$ cat src/rtl/fse_pkg.sv
package fse_pkg;
  localparam int unsigned DATA_W = 8;
  localparam int unsigned UNLK_W = 11;

  localparam logic [DATA_W-1:0] CMD_UNLK1 = 8'hAA;
  localparam logic [DATA_W-1:0] CMD_UNLK2 = 8'h55;
  localparam logic [DATA_W-1:0] CMD_SETUP = 8'h80;
  localparam logic [DATA_W-1:0] CMD_SERASE = 8'h30;
  localparam logic [DATA_W-1:0] CMD_SUSP = 8'hB0;

  localparam logic [UNLK_W-1:0] ADR_UNLK1 = 11'h555;
  localparam logic [UNLK_W-1:0] ADR_UNLK2 = 11'h2AA;

  localparam int unsigned SB_SUSP = 7;
  localparam int unsigned SB_BUSY = 6;
  localparam int unsigned SB_STARTED = 3;
  localparam int unsigned SB_SEL = 2;

  typedef enum logic [2:0] {
    ST_READ,
    ST_WINDOW,
    ST_ERASE,
    ST_SUSP_WAIT,
    ST_SUSPENDED
  } fse_state_e;
endpackage

$ cat src/rtl/fse_cmd_decode.sv
module fse_cmd_decode
  import fse_pkg::*;
#(
  parameter int unsigned ADDR_W = 12
) (
  input  logic              clk_i,
  input  logic              rst_ni,
  input  logic              en_i,
  input  logic              we_i,
  input  logic [ADDR_W-1:0] addr_i,
  input  logic [DATA_W-1:0] wdata_i,
  output logic              erase_req_o
);
  localparam int unsigned LAST_STEP = 5;

  logic [2:0] step_q;
  logic       match;
  logic       is_u1, is_u2;

  assign is_u1 = (wdata_i == CMD_UNLK1) && (addr_i[UNLK_W-1:0] == ADR_UNLK1);
  assign is_u2 = (wdata_i == CMD_UNLK2) && (addr_i[UNLK_W-1:0] == ADR_UNLK2);

  always_comb begin
    unique case (step_q)
      3'd0, 3'd3: match = is_u1;
      3'd1, 3'd4: match = is_u2;
      3'd2:       match = (wdata_i == CMD_SETUP) && (addr_i[UNLK_W-1:0] == ADR_UNLK1);
      3'd5:       match = (wdata_i == CMD_SERASE);
      default:    match = 1'b0;
    endcase
  end

  always_ff @(posedge clk_i or negedge rst_ni) begin
    if (!rst_ni)                                     step_q <= '0;
    else if (!en_i)                                  step_q <= '0;
    else if (we_i && match && step_q != 3'(LAST_STEP)) step_q <= step_q + 3'd1;
    else if (we_i)                                   step_q <= '0;
  end

  assign erase_req_o = en_i && we_i && match && (step_q == 3'(LAST_STEP));

  // any mismatching write restarts the sequence
  p_mismatch_restart_r7: assert property (@(posedge clk_i) disable iff (!rst_ni)
    (en_i && we_i && !match) |=> (step_q == 3'd0));
  p_step_range_r2: assert property (@(posedge clk_i) disable iff (!rst_ni)
    step_q <= 3'(LAST_STEP));
endmodule

$ cat src/rtl/fse_down_timer.sv
module fse_down_timer #(
  parameter int unsigned LEN = 8
) (
  input  logic clk_i,
  input  logic rst_ni,
  input  logic load_i,
  input  logic run_i,
  output logic zero_o
);
  localparam int unsigned CW = (LEN > 1) ? $clog2(LEN) : 1;
  localparam logic [CW-1:0] TOP = CW'(LEN - 1);

  logic [CW-1:0] cnt_q;

  always_ff @(posedge clk_i or negedge rst_ni) begin
    if (!rst_ni)                     cnt_q <= '0;
    else if (load_i)                 cnt_q <= TOP;
    else if (run_i && cnt_q != '0)   cnt_q <= cnt_q - 1'b1;
  end

  assign zero_o = (cnt_q == '0);

  p_cnt_range_r3: assert property (@(posedge clk_i) disable iff (!rst_ni)
    cnt_q <= TOP);
  p_reload_r5: assert property (@(posedge clk_i) disable iff (!rst_ni)
    load_i |=> (cnt_q == TOP));
endmodule

$ cat src/rtl/flash_sector_erase.sv
module flash_sector_erase
  import fse_pkg::*;
#(
  parameter int unsigned ADDR_W    = 12,
  parameter int unsigned SECT_N    = 8,
  parameter int unsigned WIN_CYC   = 8,
  parameter int unsigned ERASE_CYC = 12,
  parameter int unsigned SUSP_LAT  = 4
) (
  input  logic              clk_i,
  input  logic              rst_ni,
  input  logic              we_i,
  input  logic [ADDR_W-1:0] addr_i,
  input  logic [7:0]        wdata_i,
  input  logic [ADDR_W-1:0] rd_addr_i,
  output logic [7:0]        rd_data_o,
  output logic              ready_o
);
  localparam int unsigned SB = (SECT_N > 1) ? $clog2(SECT_N) : 1;
  localparam logic [SECT_N-1:0] ONE = {{(SECT_N-1){1'b0}}, 1'b1};

  fse_state_e state_q, state_d;
  logic [SECT_N-1:0] sel_q, sel_d, era_q, era_d;
  logic started_q, started_d;

  logic erase_req, win_zero, ers_zero, lat_zero;
  logic win_load, ers_load, ers_run, lat_load, sect_done;
  logic wr_susp, wr_se;
  logic [SECT_N-1:0] wr_onehot, lowbit, sel_left;

  assign wr_susp   = we_i && (wdata_i == CMD_SUSP);
  assign wr_se     = we_i && (wdata_i == CMD_SERASE);
  assign wr_onehot = ONE << addr_i[ADDR_W-1 -: SB];
  assign lowbit    = sel_q & (~sel_q + ONE);
  assign sel_left  = sel_q & ~lowbit;

  fse_cmd_decode #(.ADDR_W(ADDR_W)) u_dec (
    .clk_i, .rst_ni,
    .en_i       (state_q == ST_READ),
    .we_i, .addr_i, .wdata_i,
    .erase_req_o(erase_req)
  );

  assign ers_run   = (state_q == ST_ERASE) || (state_q == ST_SUSP_WAIT);
  assign sect_done = ers_run && ers_zero;
  assign ers_load  = (state_q == ST_WINDOW) || sect_done;
  assign lat_load  = (state_q == ST_ERASE) && wr_susp;

  fse_down_timer #(.LEN(WIN_CYC)) u_win (
    .clk_i, .rst_ni, .load_i(win_load), .run_i(state_q == ST_WINDOW), .zero_o(win_zero));
  fse_down_timer #(.LEN(ERASE_CYC)) u_ers (
    .clk_i, .rst_ni, .load_i(ers_load), .run_i(ers_run), .zero_o(ers_zero));
  fse_down_timer #(.LEN(SUSP_LAT)) u_lat (
    .clk_i, .rst_ni, .load_i(lat_load), .run_i(state_q == ST_SUSP_WAIT), .zero_o(lat_zero));

  always_comb begin
    state_d  = state_q;
    sel_d    = sel_q;
    era_d    = era_q;
    win_load = 1'b0;
    unique case (state_q)
      ST_READ: if (erase_req) begin
        state_d  = ST_WINDOW;
        sel_d    = wr_onehot;
        win_load = 1'b1;
      end
      ST_WINDOW: begin
        if (wr_susp) state_d = ST_SUSPENDED;
        else if (wr_se) begin
          sel_d    = sel_q | wr_onehot;
          win_load = 1'b1;
        end else if (we_i) begin
          state_d = ST_READ;
          sel_d   = '0;
        end else if (win_zero) state_d = ST_ERASE;
      end
      ST_ERASE, ST_SUSP_WAIT: begin
        if (sect_done) begin
          sel_d = sel_left;
          era_d = era_q | lowbit;
        end
        if (sect_done && sel_left == '0)                     state_d = ST_READ;
        else if (state_q == ST_ERASE && wr_susp)             state_d = ST_SUSP_WAIT;
        else if (state_q == ST_SUSP_WAIT && lat_zero)        state_d = ST_SUSPENDED;
      end
      ST_SUSPENDED: if (wr_se) state_d = ST_ERASE;
      default: state_d = ST_READ;
    endcase
  end

  always_comb begin
    started_d = started_q;
    if (state_d == ST_ERASE)     started_d = 1'b1;
    else if (state_d == ST_READ) started_d = 1'b0;
  end

  always_ff @(posedge clk_i or negedge rst_ni) begin
    if (!rst_ni) begin
      state_q   <= ST_READ;
      sel_q     <= '0;
      era_q     <= '0;
      started_q <= 1'b0;
    end else begin
      state_q   <= state_d;
      sel_q     <= sel_d;
      era_q     <= era_d;
      started_q <= started_d;
    end
  end

  // read path: status while busy or in a suspended selected sector
  logic [SB-1:0] rd_sec;
  logic busy, show_status;
  logic [7:0] status;
  logic unused_rd;

  assign rd_sec    = rd_addr_i[ADDR_W-1 -: SB];
  assign unused_rd = ^rd_addr_i[ADDR_W-SB-1:0];
  assign busy      = (state_q == ST_WINDOW) || ers_run;
  assign ready_o   = !busy;
  assign show_status = busy || (state_q == ST_SUSPENDED && sel_q[rd_sec]);

  always_comb begin
    status = '0;
    status[SB_SUSP]    = (state_q == ST_SUSPENDED);
    status[SB_BUSY]    = busy;
    status[SB_STARTED] = started_q;
    status[SB_SEL]     = sel_q[rd_sec];
  end

  assign rd_data_o = show_status ? status : (era_q[rd_sec] ? 8'hFF : 8'h00);

  p_idle_clear_r4: assert property (@(posedge clk_i) disable iff (!rst_ni)
    (state_q == ST_READ) |-> (sel_q == '0));
  p_started_src_r3: assert property (@(posedge clk_i) disable iff (!rst_ni)
    $rose(started_q) |-> ($past(state_q) == ST_WINDOW || $past(state_q) == ST_SUSPENDED));
  p_cancel_r8: assert property (@(posedge clk_i) disable iff (!rst_ni)
    (state_q == ST_WINDOW && we_i && !wr_se && !wr_susp) |=> (state_q == ST_READ && sel_q == '0));
  p_ignore_r9: assert property (@(posedge clk_i) disable iff (!rst_ni)
    (state_q == ST_ERASE && we_i && !wr_susp) |=> (state_q == ST_ERASE || state_q == ST_READ));
  p_susp_now_r10: assert property (@(posedge clk_i) disable iff (!rst_ni)
    (state_q == ST_WINDOW && wr_susp) |=> (state_q == ST_SUSPENDED && !started_q));
  p_resume_r11: assert property (@(posedge clk_i) disable iff (!rst_ni)
    (state_q == ST_SUSPENDED && wr_se) |=> (state_q == ST_ERASE));
  p_frozen_r12: assert property (@(posedge clk_i) disable iff (!rst_ni)
    (state_q == ST_SUSPENDED) |=> ($stable(sel_q) && $stable(era_q)));
  p_erase_subset_r4: assert property (@(posedge clk_i) disable iff (!rst_ni)
    (era_q != $past(era_q)) |-> $onehot0(era_q ^ $past(era_q)));
endmodule

$ cat config.mk
export PLATFORM = sky130hd
export DESIGN_NAME = flash_sector_erase
export DESIGN_NICKNAME = d
export VERILOG_FILES = /design/src/rtl/fse_pkg.sv /design/src/rtl/fse_cmd_decode.sv /design/src/rtl/fse_down_timer.sv /design/src/rtl/flash_sector_erase.sv
export SDC_FILE = /design/constraint.sdc
export NUM_CORES = 1
export LEC_CHECK = 0
export CAP_MARGIN = 20
export CORE_MARGIN = 3
export CORE_UTILIZATION = 52
export CTS_CLUSTER_SIZE = 8
export DETAILED_ROUTE_END_ITERATION = 10
export PLACE_DENSITY = 0.78
export SYNTH_ARGS = -nofsm -noshare
export SYNTH_HDL_FRONTEND = slang
export SYNTH_HIERARCHICAL = 1
export SYNTH_SLANG_ARGS = --single-unit
$ cat constraint.sdc
create_clock -name clk_i -period 3.1 [get_ports clk_i]
set_clock_uncertainty 0.2 [all_clocks]
set_input_delay 0.31 -clock clk_i [delete_from_list [all_inputs] [get_ports clk_i]]
set_output_delay 0.31 -clock clk_i [all_outputs]
set_load 0.02 [all_outputs]
Word level (Yosys, flattened, before mapping)
Cells that the tools add are included.

cells by class
  add/subtract/negate cells = 5
  div/mod/pow operators = 0
  magnitude comparators = 1
  bitwise gates (word level) = 6
  shift operators = 1
  multipliers = 0
  equality and inequality tests = 23
  reductions and logical operators = 43
  multiplexer cells = 38

operators by type and width
  operator                number
  $mux W8                 7
  $mux W3                 14
  $eq A8 B8 Y1 const B    3
  $pmux W8 S3             1
  $logic_and A1 B1 Y1     18
  $and A8 B8 Y8           2
  $not A8 Y8              2
  $or A8 B8 Y8            2
  $eq A3 B2 Y1 const B    5
  $logic_not A3 Y1        4
  $pmux W3 S4             1
  $eq A11 B10 Y1 const B  1
  $eq A11 B11 Y1 const B  1
  $reduce_bool A2 Y1      5
  $eq A3 B3 Y1 const B    3
  $ne A3 B3 Y1 const B    3
  $add A8 B1 Y8 const B   1
  $eq A8 B6 Y1 const B    1
  $eq A8 B7 Y1 const B    1
  $logic_not A8 Y1        1
  $mux W4                 2
  $shl A1 B3 Y8 const A   1
  $mux W1                 7
  $bmux W1 S3             2
  19 further kinds        29

storage, ports and cells
  memory bits (writable) = 0
  memory bits (read-only) = 0
  register bits = 32
  word-level logic and storage cells = 125
  latch bits = 0
  memories = 0

Longest topological paths before layout
  word-level depth = 12
  depth in mapped cells = 11
  depth with buffers taken out = 11

Hierarchy
The synthesis kept the hierarchy.

by module, submodules not included
  module                  area each (um2)  cells each  sequential area each (um2)  instances
  flash_sector_erase      1341.3           142         500.5                       1
  fse_cmd_decode          446.7            47          75.1                        1
  fse_down_timer (u_ers)  220.2            22          100.1                       1
  fse_down_timer (u_win)  183.9            17          75.1                        1
  fse_down_timer (u_lat)  123.9            12          50.0                        1

Worst setup path after synthesis
Ideal clock, no wire load.

  path kind = register to register
  from = register u_dec.step_q[0]
  to = register sel_q[4]
  data required time = 2.778 ns
  arrival = 2.354 ns
  setup time = 0.122 ns
  path slack = 0.424 ns
  cell stages (with the launch flop) = 12
  cell sequence = dfrtp_1 -> inv_1 -> ha_1 -> and2b_2 -> mux2i_1 -> nor3_1 -> nor2_2 -> a21oi_1 -> nor3_1 -> a2111o_1 -> a21o_2 -> a32o_1

between the ends
  word-level cells in the longest chain between the ends = 7
  elaborated cells between the ends (all ways) = 13
  those cells by class = eq/ne (6); mux (1); reduce/logical (6)

ends and longest elaborated chain
  item                                    RTL line                   source
  from (decl)                             fse_cmd_decode.sv:16       logic [2:0] step_q;
  from (signal assigned)                  fse_cmd_decode.sv:36       else if (we_i && match && step_q != 3'(LAST_STEP)) step_q <= step_q + 3'd1;
  $eq A3 B1 Y1 (tied with other cells)    fse_cmd_decode.sv:24       unique case (step_q)
  $reduce_or A2 Y1                        fse_cmd_decode.sv:24
  $pmux W1 S4                             fse_cmd_decode.sv:24
  $logic_and A1 B1 Y1                     fse_cmd_decode.sv:40       assign erase_req_o = en_i && we_i && match && (step_q == 3'(LAST_STEP));
  $logic_and A1 B1 Y1 (*)                 fse_cmd_decode.sv:40
  net erase_req                           flash_sector_erase.sv:26   logic erase_req, win_zero, ers_zero, lat_zero;
  $ne A2 B2 Y1 (no source line) (*)       --
  $reduce_and A5 Y1 (no source line) (*)  --
  to (signal assigned)                    flash_sector_erase.sv:105  sel_q <= sel_d;
  to (decl)                               flash_sector_erase.sv:23   logic [SECT_N-1:0] sel_q, sel_d, era_q, era_d;

Mark *: on every way through the listed nets, which the timed path passes. The rest lies on a longest branch.
A chain may end at the register's enable or synchronous reset.

Final worst setup path
  from = input rd_addr_i[10]
  to = output rd_data_o[3]

between the ends
  word-level cells in the longest chain between the ends = 5
  elaborated cells between the ends (all ways) = 8
  those cells by class = mux (6); reduce/logical (2)

ends and longest elaborated chain
  item                           RTL line                   source
  from (decl)                    flash_sector_erase.sv:15   input logic [ADDR_W-1:0] rd_addr_i,
  $bmux W1 S3                    flash_sector_erase.sv:121  assign show_status = busy || (state_q == ST_SUSPENDED && sel_q[rd_sec]);
  $mux W1 (not written as such)  flash_sector_erase.sv:121
  $logic_and A1 B1 Y1            flash_sector_erase.sv:121
  $logic_or A1 B1 Y1             flash_sector_erase.sv:121
  $mux W8 (*)                    flash_sector_erase.sv:131  assign rd_data_o = show_status ? status : (era_q[rd_sec] ? 8'hFF : 8'h00);
  to (decl)                      flash_sector_erase.sv:16   output logic [7:0] rd_data_o,

Every way passes the cells marked *; elsewhere a longest branch is shown, timed or not. The select of a mux whose other input is x is not followed.

==> results.yml <==
outcome:
  status: "completed"
synth:
  ys_ff_latch: 32
  postSynthNetCount: 284
  syn_area_per_cell_um2: 9.65
  syn-cell-area_um2: 2320
  synth-edff-count: 0
  ys_types: 74
  synth-compound-area-share: 0.200
  synth_top_cell_by_area: "dfrtp_1"
  synth_top_cell_area_share: 0.346
  synth_top_family_by_area: "simple AND/OR/NAND/NOR gates"
  yosysWarnings: 6
  ys.flop_type: "dfrtp_1"
  ys_seq_area_frac: 0.346
  synth_common_cells: "dfrtp_1 (32), inv_1 (21), nor2_1 (21)"
  synth_xor_xnor_area_share: 0.00378
  synth_area_leaders: "dfrtp_1 (35%), ha_1 (4.9%), inv_1 (3.4%)"
  muxShareOfSynthArea: 0.0827
  synth.most_common_cell: "dfrtp_1"
  synthAdderAreaFrac: 0.0486
  synthCells: 240
  synth_simple_gate_area_frac: 0.263
  async_flop_share: 1.00
cts:
  root_buffer: "clkbuf_8"
  cts_inserted_buffers: 5
  cts.sinks: 32
  h-tree-depth: 2
  clk_pin_slew_worst_paths_ns: 0.07
  clock_path_buffers: 2
  clk-insertion-delay-late_ns: 0.29
  cts_tree: "done"
pwr:
  p_switching_uw: 196
  p_per_area_nw_per_um2: 284
  ir_drop_uv: 244
  p_seq_frac: 0.495
  combPwrFrac: 0.101
  power.leakage_nw: 1.35
  p_int_uw: 647
  switching_share: 0.233
  p_clk_frac: 0.404
layout:
  drive_above_1_share: 0.213
  multi_input_area_um2: 1390
  n_fill_cell: 341
  nets: 343
  design_area_um2: 2970
  regArea_um2: 801
  n_antenna_cell: 0
  syn_to_final_growth_pct: 28.0
sta:
  slew_viol_final: 0
  whs_ns: 0.205
  setup_viol: 0
  fmax_mhz: 331
  period_needed_ns: 3.03
  grt_setup_unrepaired: "no"
  timing.final.crit_share: 0.976
  maxSlewHeadroom: 0.669
  tightestPinTransition_ns: 0.492
  finalHoldViolCount: 0
  finalWorstSetupSlack_ns: 0.0750
placement:
  finalWeightedCongestion: 0.845
  io_buffers: 34
  pre_cts_slack_ns: -0.116
  placed_cell_area_um2: 2880
  hpwl_um: 4350
routing:
  vias: 2109
  ant_nets: 0
  dr.pass1.iters: 4
  vias_per_cell: 6.03
  wl_um: 5670
  drc_errors: 0
  wire_per_inst_um: 16.2
  drtIter0Drc: 118
hold_path:
  hold_class: "input pin to async pin"
die:
  num_rows: 23
  die_y_um: 72.7
  dieWidth_um: 72.7
  initial_core_util: 0.559
  io_pins: 44
  dieArea_um2: 5290
  core_um2: 4140
setup_path:
  cp.required_ns: 2.59
  crit_type: "input pin to output port"
  r2r_slack_ns: 0.21
  startpoint_type: "input pin"
  r2r_cells: 11
  endpoint_kind: "output port"
  worstPathMaxFanout: 4
  reg2reg_from: "u_dec/step_q[0]"
  critPathArrivalTime_ns: 2.52
  timing.rr.end: "sel_q[4]"
grt:
  grt_usage: 0.230
  antenna_found_initial: 0
  grt_pass1_vias: 2039
  gr-total-overflow: 0
  grt_pass1_wl_um: 9480
  grt_max_degree: 33
job:
  max-cap-violations: 0
cell type report:
cell class | count | area share
flip-flops and latches | 32 | 0.270
multi-input cells | 177 | 0.467
repair buffers | 62 | 0.184
inverters | 21 | 0.0266
clock buffers | 7 | 0.0291
clock inverters | 1 | 0.00253
well taps | 50 | 0.0211
cell usage in the layout, fill, tap and decap left out, types with 3 or more instances in the layout:
| cell | netlist | layout |
|---|---|---|
| ha_1 | 9 | 9 |
| clkbuf_8 | 0 | 6 |
| nor3_1 | 13 | 13 |
| dlygate4sd2_1 | 0 | 5 |
| a32o_1 | 4 | 4 |
| o31ai_1 | 4 | 4 |
| a21oi_1 | 8 | 8 |
| buf_4 | 3 | 28 |
| dfrtp_1 | 32 | 32 |
| o21bai_1 | 3 | 3 |
| mux2i_1 | 6 | 6 |
| nand2_1 | 11 | 11 |
| nor2_1 | 21 | 21 |
| and2_1 | 3 | 3 |
| nor2b_1 | 4 | 4 |
| nand2b_1 | 4 | 4 |
| mux4_2 | 3 | 3 |
| nand4_1 | 3 | 3 |
| a31o_2 | 4 | 4 |
| clkdlybuf4s50_1 | 0 | 29 |
| nand4b_1 | 3 | 3 |
| o21ai_0 | 9 | 8 |
| inv_1 | 21 | 21 |
through the flow:
| step | util | std cells | setup TNS, ns | total power [mW] |
|---|---|---|---|---|
| after global placement | 0.694 | 342 | -0.239 | 0.510 |
| final | 0.716 | 350 | 0 | 0.843 |
| after global routing | 0.716 | 350 | 0 | 0.876 |
| after detailed placement | 0.694 | 342 | -0.776 | 0.511 |
| after CTS | 0.716 | 350 | 0 | 0.849 |
| after floorplan | - | 240 | 0 | 0.442 |
registers in the layout (all words and copies together), names as in the netlist:
signal,cells
u_win/cnt_q,3
u_ers/cnt_q,4
state_q,3
sel_q,8
u_lat/cnt_q,2
u_dec/step_q,3
era_q,8
started_q,1
how the worst max path moves through the flow:
stage | start | end | slack, ns | cells after the start
floorplan | u_dec/step_q[0] | sel_q[4] | 0.42 | 11
CTS | rd_addr_i[10] | rd_data_o[3] | 0.03 | 6
global route | rd_addr_i[10] | rd_data_o[2] | 0.002 | 7
detailed placement | addr_i[4] | sel_q[4] | -0.12 | 10
global placement | wdata_i[1] | sel_q[6] | -0.05 | 10
finish | rd_addr_i[10] | rd_data_o[3] | 0.07 | 6
per-layer routing:
metal | part of all wire | GRT usage | vias up | wire [um]
met2 | 0.47 | 0.386 | 71 | 2670
li1 | - | - | 1022 | -
met3 | 0.073 | 0.0468 | 7 | 416
met1 | 0.45 | 0.303 | 1009 | 2520
met4 | 0.010 | 0.0615 | 0 | 58
met5 | 0 | 0 | - | 0
kinds of logic (layout without fill, tap and decap cells):
group,Yosys count,count (layout)
xor+xnor,1,1
simple gates,93,93
mux,13,13
flops,32,32
buf+inv,31,91
fa+ha+maj,9,9
compound gates,61,61
power groups by stage:
| stage | registers, mW | logic [mW] | clock network (mW) |
|---|---|---|---|
| final | 0.417 | 0.0854 | 0.340 |
| after global placement | 0.425 | 0.0841 | 0 |
| after detailed placement | 0.425 | 0.0860 | 0 |
| after CTS | 0.417 | 0.0864 | 0.346 |
| after floorplan | 0.426 | 0.0162 | 0 |
| after global routing | 0.417 | 0.0919 | 0.367 |
critical path, stage by stage:
cell             delay [ns]
clkdlybuf4s50_1        0.50
mux4_1                 0.56
mux2i_1                0.22
o21ai_1                0.14
a21oi_1                0.17
clkdlybuf4s50_1        0.62
timing repair:
action / CTS / global route
gates cloned: 0 / 0
setup endpoints to repair: 5 / 2
setup buffers: 0 / 0
gates resized for setup: 5 / 1
hold buffers: 0 / 0
(Power assumes the default switching activity.)
